--- config.mk ---
export PLATFORM = sky130hd
export DESIGN_NAME = spi_sclk_prescaler
export DESIGN_NICKNAME = d
export VERILOG_FILES = /design/src/rtl/spi_presc_pkg.sv /design/src/rtl/spi_presc_decode.sv /design/src/rtl/spi_presc_lin.sv /design/src/rtl/spi_presc_pow.sv /design/src/rtl/spi_sclk_prescaler.sv
export SDC_FILE = /design/constraint.sdc
export NUM_CORES = 1
export LEC_CHECK = 0
export BUFFER_PORTS_ARGS = -buffer_cell sky130_fd_sc_hd__buf_2
export CORE_AREA = 2 2 65 67
export CTS_CLUSTER_DIAMETER = 80
export DETAILED_ROUTE_END_ITERATION = 12
export DIE_AREA = 0 0 67 69
export PLACE_DENSITY = 0.76
export SLEW_MARGIN = 30
export SYNTH_ARGS = -nofsm -noshare
export SYNTH_HDL_FRONTEND = slang
export SYNTH_SLANG_ARGS = --single-unit
--- constraint.sdc ---
create_clock -name clk -period 3.8 [get_ports clk]
set_clock_uncertainty 0.1 [all_clocks]
set_input_delay 0.19 -clock clk [delete_from_list [all_inputs] [get_ports clk]]
set_output_delay 0.19 -clock clk [all_outputs]
set_load 0.02 [all_outputs]
--- src/rtl/spi_presc_pkg.sv ---
package spi_presc_pkg;
  localparam int unsigned SPR_W   = 4;
  localparam int unsigned SPPR_W  = 3;
  localparam int unsigned PRESC_W = 8;

  typedef struct packed {
    logic [SPR_W-1:0]  lin;
    logic [SPPR_W-1:0] exp2;
  } div_cfg_t;
endpackage

--- src/rtl/spi_presc_decode.sv ---
module spi_presc_decode
  import spi_presc_pkg::*;
(
  input  logic               ext_mode_i,
  input  logic [PRESC_W-1:0] presc_i,
  output div_cfg_t           cfg_o
);
  localparam logic [4:0] LEG_MIN = 5'h12;

  logic [SPR_W-1:0]  ext_lin;
  logic [SPPR_W-1:0] ext_exp;
  logic [4:0]        leg_code;
  logic              unused_gap;

  assign unused_gap = presc_i[5];
  assign ext_exp    = {presc_i[7:6], presc_i[4]};
  assign leg_code   = presc_i[4:0];

  always_comb begin
    ext_lin = presc_i[SPR_W-1:0];
    if (ext_lin == '0)
      ext_lin = SPR_W'(1);
    if ((ext_exp == '0) && (ext_lin == SPR_W'(1)))
      ext_lin = SPR_W'(2);
  end

  always_comb begin
    if (ext_mode_i) begin
      cfg_o.lin  = ext_lin;
      cfg_o.exp2 = ext_exp;
    end else begin
      cfg_o.exp2 = SPPR_W'(1);
      if (leg_code < LEG_MIN)
        cfg_o.lin = SPR_W'(2);
      else
        cfg_o.lin = leg_code[SPR_W-1:0];
    end
  end
endmodule

--- src/rtl/spi_presc_lin.sv ---
module spi_presc_lin #(
  parameter int unsigned W = 4
) (
  input  logic         clk,
  input  logic         rst_n,
  input  logic         clr_i,
  input  logic [W-1:0] lim_i,
  output logic         wrap_o,
  output logic         mid_o
);
  logic [W-1:0] cnt_q;
  logic [W-1:0] cnt_d;
  logic [W-1:0] last_val;
  logic [W-1:0] mid_val;

  assign last_val = lim_i - W'(1);
  assign mid_val  = (lim_i >> 1) - W'(1);
  assign wrap_o   = (cnt_q == last_val);
  assign mid_o    = (cnt_q == mid_val);

  always_comb begin
    if (clr_i || wrap_o)
      cnt_d = '0;
    else
      cnt_d = cnt_q + W'(1);
  end

  always_ff @(posedge clk or negedge rst_n) begin
    if (!rst_n)
      cnt_q <= '0;
    else
      cnt_q <= cnt_d;
  end
endmodule

--- src/rtl/spi_presc_pow.sv ---
module spi_presc_pow #(
  parameter int unsigned EW = 3
) (
  input  logic          clk,
  input  logic          rst_n,
  input  logic          clr_i,
  input  logic          step_i,
  input  logic [EW-1:0] exp_i,
  output logic          half_o,
  output logic          full_o
);
  localparam int unsigned CW = (1 << EW) - 1;

  logic [CW-1:0] cnt_q;
  logic [CW-1:0] cnt_d;
  logic [CW:0]   span;
  logic [CW-1:0] full_val;
  logic [CW-1:0] half_val;

  assign span     = {{CW{1'b0}}, 1'b1} << exp_i;
  assign full_val = CW'(span - (CW+1)'(1));
  assign half_val = CW'((span >> 1) - (CW+1)'(1));
  assign full_o   = step_i && (cnt_q == full_val);
  assign half_o   = step_i && (exp_i != '0) && (cnt_q == half_val);

  always_comb begin
    if (clr_i || full_o)
      cnt_d = '0;
    else if (step_i)
      cnt_d = cnt_q + CW'(1);
    else
      cnt_d = cnt_q;
  end

  always_ff @(posedge clk or negedge rst_n) begin
    if (!rst_n)
      cnt_q <= '0;
    else
      cnt_q <= cnt_d;
  end
endmodule

--- src/rtl/spi_sclk_prescaler.sv ---
module spi_sclk_prescaler
  import spi_presc_pkg::*;
(
  input  logic               clk,
  input  logic               rst_n,
  input  logic               ext_mode_i,
  input  logic [PRESC_W-1:0] presc_i,
  input  logic               idle_i,
  output logic               sclk_o,
  output logic               half_stb_o,
  output logic               edge_stb_o
);
  logic               act_mode_q;
  logic [PRESC_W-1:0] act_presc_q;
  logic               act_mode_d;
  logic [PRESC_W-1:0] act_presc_d;
  logic               take;
  div_cfg_t           cfg;
  logic               lin_wrap;
  logic               lin_mid;
  logic               pow_half;
  logic               pow_full;
  logic               half_raw;
  logic               sclk_q;
  logic               sclk_d;

  assign take = idle_i && ({ext_mode_i, presc_i} != {act_mode_q, act_presc_q});

  always_comb begin
    act_mode_d  = act_mode_q;
    act_presc_d = act_presc_q;
    if (take) begin
      act_mode_d  = ext_mode_i;
      act_presc_d = presc_i;
    end
  end

  spi_presc_decode u_dec (
    .ext_mode_i (act_mode_q),
    .presc_i    (act_presc_q),
    .cfg_o      (cfg)
  );

  spi_presc_lin #(.W(SPR_W)) u_lin (
    .clk    (clk),
    .rst_n  (rst_n),
    .clr_i  (take),
    .lim_i  (cfg.lin),
    .wrap_o (lin_wrap),
    .mid_o  (lin_mid)
  );

  spi_presc_pow #(.EW(SPPR_W)) u_pow (
    .clk    (clk),
    .rst_n  (rst_n),
    .clr_i  (take),
    .step_i (lin_wrap),
    .exp_i  (cfg.exp2),
    .half_o (pow_half),
    .full_o (pow_full)
  );

  assign half_raw   = (cfg.exp2 == '0) ? lin_mid : pow_half;
  assign half_stb_o = half_raw && !take;
  assign edge_stb_o = pow_full && !take;
  assign sclk_o     = sclk_q;

  always_comb begin
    if (take)
      sclk_d = 1'b0;
    else if (half_stb_o)
      sclk_d = 1'b1;
    else if (edge_stb_o)
      sclk_d = 1'b0;
    else
      sclk_d = sclk_q;
  end

  always_ff @(posedge clk or negedge rst_n) begin
    if (!rst_n) begin
      act_mode_q  <= 1'b0;
      act_presc_q <= '0;
      sclk_q      <= 1'b0;
    end else begin
      act_mode_q  <= act_mode_d;
      act_presc_q <= act_presc_d;
      sclk_q      <= sclk_d;
    end
  end
endmodule

==> results of run 1 <==
## cell usage after synthesis (4+ instances only)
master	n
nor2_1	12
dfrtp_1	21
xor2_1	4
xnor2_1	25
inv_1	6
o21a_1	4
nor3_1	8
a221o_1	5
a21oi_1	9
clkbuf_1	10
nand3_1	8
nand2_1	26
o21ai_0	7
ha_1	8
## where the power goes
part,total (W),switching (W),internal [W]
sequential,0.000274,0.0000310,0.000242
clock,0.000150,0.0000766,0.0000731
combinational,0.000275,0.000147,0.000128
total,0.000698,0.000255,0.000444
## through the flow
step | power (W) | hold WS [ns] | util, % | cells
final | 0.0006985 | 0.04643 | 52.33 | 278
after global routing | 0.0007414 | 0.06052 | 52.33 | 278
after CTS | 0.0006924 | 0.04383 | 51.57 | 275
after global placement | 0.0005362 | 0.07242 | 50.00 | 270
after floorplan | 0.0004833 | -0.2056 | - | 218
after detailed placement | 0.0005394 | 0.07787 | 50.00 | 270
## area by class of cell
type | count | area, sq um | area share (%)
multi-input cells | 174 | 1251 | 61.09
repair buffers | 23 | 140.1 | 6.842
flip-flops and latches | 21 | 525.5 | 25.66
well taps | 50 | 62.56 | 3.054
clock buffers | 3 | 41.29 | 2.016
inverters | 6 | 22.52 | 1.100
clock inverters | 1 | 5.005 | 0.2443
## cell families (layout without fill, tap and decap cells)
| group | Yosys count | after routing | share of synthesized area, % |
|---|---|---|---|
| AOI/OAI and AO/OA | 52 | 52 | 21.11 |
| xor gates and xnor gates | 31 | 31 | 16.03 |
| adders and majority gates | 8 | 8 | 5.344 |
| buffers and inverters | 23 | 33 | 5.811 |
| DFF | 21 | 21 | 28.06 |
| muxes | 3 | 3 | 1.803 |
| and+or+nand+nor | 80 | 80 | 21.84 |
## flip-flops by register name, indices dropped and copies added (netlist names)
register and flops:
act_presc_q 8, sclk_o 1, u_pow.cnt_q 7, u_lin.cnt_q 4
act_mode_q 1
## worst paths after layout
path / start / end / slack, ns / cells past startpoint
worst max register to register: act_presc_q[3] / u_pow.cnt_q[6] / 0.52 / 10
worst min register to register: act_presc_q[5] / act_presc_q[5] / 0.44 / 1
worst min-delay path: presc_i[1] / act_presc_q[1] / 0.05 / 3
max in group asynchronous: rst_n / act_presc_q[6] / 2.95 / 2
min in group asynchronous: rst_n / sclk_o / 0.32 / 2
worst max-delay path: act_presc_q[3] / edge_stb_o / 0.34 / 9
## metal layers
| metal | up-vias | wire length (microns) |
|---|---|---|
| li1 | 804 | - |
| met1 | 759 | 1863 |
| met2 | 51 | 1929 |
| met3 | 6 | 217 |
| met4 | 0 | 56 |
| met5 | - | 0 |
## tightest hold or removal path: stages
cell,delay (ns)
buf_2,0.09
nand2_1,0.04
nand2_1,0.05
## what timing repair did
action	in CTS	in global routing
gates cloned	0	0
endpoints found under the hold margin	21	0
gates resized for setup	1	1
setup buffers	0	3
hold buffers	1	0
endpoints found under the setup margin	1	1
pin swaps	0	2
==> impl_results.md, run 1 <==
* DR WL/cell at 14.63 microns
* First-pass GRT wire length at around 7.0 mm
* Mapped Cells at ~220
* Syn_area_per_cell at 8.592 sq um
* DR DRC count at 0
* HP Class: primary input to register
* Synthesized cell area at ~1900 sq um
* Die area at 4623 sq um
* Worst-Skew Late Latency at 0.26 ns
* Startpoint types: register
* FP Rows at 23
* Grt met2 use at 28.27%
* Root buf cell: clkbuf_8
* Met1 Usage GRT at 28.81%
* Die Wd at 67 microns
* Distinct cells, synth at 53
* Most Crowded Layer GR: met1
* Initial Utilization at a little under half
* Vias at 1620
* Antenna violations before repair at 0
* Setup WS pre-CTS at 0.2684 ns
* Max FO, Critical Path at 8
* Static leakage at 0.8435 nW
* Routed wire length at between 4 and 5 mm
* Largest net degree at the start of global routing at 23
* Status: finished, final reports clean
* CTS tree: done
* Synth async-reset ratio at 100.0%
* RSZ-0062 raised after global routing: false
* Max cap viols at 0
* Most frequent cells in the layout: nand2_1 (26), xnor2_1 (25), dfrtp_1 (21)
* CP Data Required Time at 3.51 ns
* Overflow after GRT at 0
* Slowest cell on crit path: dfrtp_1
* Clock sink count at 21
* Vias in the first global route at 1407
* Setup WS post-layout at between 0.3 and 0.4 ns
* Antenna-violating nets left at 0
* Final hold viol count at 0
* Setup TNS at 0 ns
* Maximum VDD drop at approximately 190 uV
* Post-DP HPWL at 3.023 mm
* Tmin final at 3.464 ns
* Max clock buf depth at 2
* CTS clk-pin slew, worst paths at about 0.080 ns
* Final Cycle Share at 91.15%
* Net count after synthesis at 238
* Final instance area at 2048 sq um
* Die height at 69 microns
* Final Wtd Congestion at 0.9242
* Largest stage delay on the critical path at between 0.4 and 0.5 ns
* Seq/Total Area, Yosys at 28.06%
* Most used DFF post-synth: dfrtp_1
* H-tree levels at 1
* Pins Over Slew Limit at 0
* Fillers at approximately 370
* Yosys reg bits at 21
* Worst slew margin at approximately two fifths
* CTS Buf Count at 3
* Fmax at 0.2887 GHz
* Synth Warn # at 0
* Final nets at roughly 250
* Setup crit end kind: primary output
* P&R area growth vs syn at 9.352%
* Number of enable flip-flop cells after synthesis at 0
* Least-Margin Pin Slew at roughly 0.88 ns
* Area contributors post-synth: dfrtp_1 (28%), xnor2_1 (12%), ha_1 (5.3%)
* N_diodes at 0
* Final setup violation count at 0
* Crit path cell chain: o41ai_2 > a211oi_2 > ha_1 > nor2b_1 > xnor3_2 > or4b_4 > a211o_2 > nor3_1 > buf_2
* CP arrival at 3.17 ns
* Post-synth top area cell: dfrtp_1
* Drt first-iter violations at between 100 and 150
* Commonest non-fill, non-tap cell in the layout: nand2_1
* Crit path max-delay family: compound AO/OA/AOI/OAI gates
* Global routing usage on met3 at roughly 2.1%
* Drt pass-1 iters at 4
* Yosys top cell area share at between 20% and 30%
* Worst path bufs/invs at 1
* Pwr Density at 341.0 nW/um^2
* Share of layout cells above drive strength 1 at about 18%
* Port Buffers at 14
* Core area at 3914 sq um
* Vias per Instance at 5.827
* GRT Util Overall at a little under a fifth
* Critical Setup Path Class: register to primary output
* I/O pin count at 15
* Placed Instance Area at 1957 sq um
No activity file was read; power rests on OpenSTA's default activity.
==> run 2: changes to the inputs <==
--- a/config.mk
+++ b/config.mk
@@ -10,8 +10,9 @@
 export CTS_CLUSTER_DIAMETER = 80
 export DETAILED_ROUTE_END_ITERATION = 12
 export DIE_AREA = 0 0 67 69
-export PLACE_DENSITY = 0.76
+export PLACE_DENSITY = 0.66
 export SLEW_MARGIN = 30
 export SYNTH_ARGS = -nofsm -noshare
 export SYNTH_HDL_FRONTEND = slang
 export SYNTH_SLANG_ARGS = --single-unit
+export TNS_END_PERCENT = 30
==> impl_results.md, run 2 (synthesis results as in run 1) <==
* Pins Over Slew Limit at 0
* N_diodes at 0
* FP Rows at 23
* GRT Util Overall at 21.46%
* Critical Setup Path Class: register to primary output
* I/O pin count at 15
* Maximum VDD drop at roughly 220 uV
* Fmax at 0.2749 GHz
* CTS Buf Count at 3
* Reg area at between 500 and 600 sq um
* Vias per Instance at 5.864
* Static leakage at 0.8519 nW
* Max FO, Critical Path at 8
* Final setup violation count at 0
* Startpoint types: register
* CTS tree: done
* CP Data Required Time at between 3 and 4 ns
* Setup TNS at 0 ns
* Worst-Skew Late Latency at 0.27 ns
* Largest stage delay on the critical path at 0.48 ns
* Crit path cell chain: o41ai_2 > a211oi_2 > ha_1 > nor2b_1 > xnor3_2 > or4b_4 > a211oi_4 > a41oi_1 > nor2_1 > buf_2
* Commonest non-fill, non-tap cell in the layout: nand2_1
* Slowest cell on crit path: dfrtp_2
* Overflow after GRT at 0
* Drt pass-1 iters at 4
* Pwr Density at roughly 350 nW/um^2
* Worst slew margin at a little under half
* Share of layout cells above drive strength 1 at 19.57%
* H-tree levels at 1
* Clock sink count at 21
* Routed wire length at 4.597 mm
* Number of flip-flops in the largest register at 8
* RSZ-0062 raised after global routing: false
* Drt first-iter violations at 87
* Die area at 4623 sq um
* Worst path bufs/invs at 1
* Antenna violations before repair at 0
* CP Depth at 10
* Post-DP HPWL at 3.319 mm
* Vias in the first global route at 1656
* Die height at a little under 70 microns
* Core area at 3914 sq um
* Biggest regs: act_presc_q (8), u_pow.cnt_q (7), u_lin.cnt_q (4)
* Largest reg by FF count: act_presc_q
* Power Total at 0.0007211 W
* Status: finished, final reports clean
* Largest net degree at the start of global routing at 23
* Final Cycle Share at 95.74%
* Crit path max-delay family: compound AO/OA/AOI/OAI gates
* Final Wtd Congestion at ~0.83
* DR WL/cell at between 15 and 20 microns
* Final nets at 251
* Root buf cell: clkbuf_8
* Setup crit end kind: primary output
* Antenna-violating nets left at 0
* P&R area growth vs syn at 10.29%
* Most frequent cells in the layout: nand2_1 (26), xnor2_1 (25), dfrtp_1 (19)
* DR DRC count at 0
* Die Wd at approximately 67 microns
* Final hold viol count at 0
* Tmin final at 3.638 ns
* CP arrival at about 3.4 ns
* Initial Utilization at between 40% and 50%
* R2r worst-path depth at 10
* Least-Margin Pin Slew at just over 0.8 ns
* Multi-input logic area at 1251 sq um
* Port Buffers at 14
* Hold depth at 3
* CTS clk-pin slew, worst paths at 0.09 ns
* Fillers at 383
* HP Class: primary input to register
* Vias at 1642
* Max clock buf depth at 2
* First-pass GRT wire length at 7.879 mm
* Max cap viols at 0
run 2: cell count changes in the layout (fill, tap and decap cells not counted):
| cell | delta |
|---|---|
| dfrtp_1 | -2 |
| buf_4 | +2 |
| o21ai_0 | -1 |
| dfrtp_2 | +2 |
| o21ai_1 | +1 |
run 2: path summary, 6_finish.rpt:
path | slack, ns | startpoint | end
min in group asynchronous | 0.32 | rst_n | act_presc_q[0]
max in group asynchronous | 2.92 | rst_n | act_presc_q[2]
min reg2reg | 0.44 | act_presc_q[5] | act_presc_q[5]
max | 0.16 | act_presc_q[3] | half_stb_o
min | 0.03 | presc_i[7] | act_presc_q[7]
max reg2reg | 0.39 | act_presc_q[3] | u_pow.cnt_q[4]
run 2: routing by layer:
metal | global-route usage, % | routed length (microns) | vias up
met2 | 33.55 | 2214 | 42
met4 | 3.855 | 39 | 0
li1 | - | - | 808
met3 | 2.121 | 179 | 6
met1 | 32.16 | 2163 | 786
met5 | 0 | 0 | -
run 2: timing repair:
| action | 4_1_cts | 5_1_grt |
|---|---|---|
| hold endpoints to repair | 21 | 0 |
| setup endpoints to repair | 1 | 2 |
| pin swaps | 0 | 2 |
| hold buffers | 1 | 0 |
| gates resized for setup | 1 | 4 |
| buffers inserted | 0 | 4 |
run 2: power breakdown:
part	internal (W)	leakage [nW]	switching, W	total, W
Sequential	0.000243	0.271	0.0000330	0.000276
Clock	0.0000733	0.0255	0.0000804	0.000154
Combinational	0.000134	0.556	0.000157	0.000291
Total	0.000450	0.852	0.000271	0.000721
run 2: metrics by stage:
| step | util (%) | std cells | hold WS [ns] | worst slack (ns) | area, sq um |
|---|---|---|---|---|---|
| floorplan | - | 218 | -0.2056 | 0.1439 | 1873 |
| global placement | 50.19 | 271 | 0.07491 | 0.4121 | 1964 |
| detailed placement | 50.19 | 271 | 0.08011 | 0.2520 | 1964 |
| CTS | 51.76 | 276 | 0.04093 | 0.02177 | 2026 |
| global route | 52.78 | 280 | 0.06040 | 0.06485 | 2066 |
| finish | 52.78 | 280 | 0.03413 | 0.1618 | 2066 |
run 2: area by class of cell:
class                           instances  share of cell area, %
Clock buffer                            3                  1.999
Clock inverter                          1                 0.2423
Inverter                                6                  1.090
Multi-Input combinational cell        174                  60.57
Sequential cell                        21                  25.56
Tap cell                               50                  3.028
Timing Repair Buffer                   25                  7.511
run 2: worst reg2reg max path, delay by kind of cell (launching register included):
kind | cells | cell delay, ns
XOR/XNOR | 1 | 0.27
AND/OR/NAND/NOR | 3 | 0.70
buffers and inverters | 1 | 0.18
flip-flops | 1 | 0.48
AO/OA/AOI/OAI | 4 | 1.27
adder cells (fa/ha/maj) | 1 | 0.28
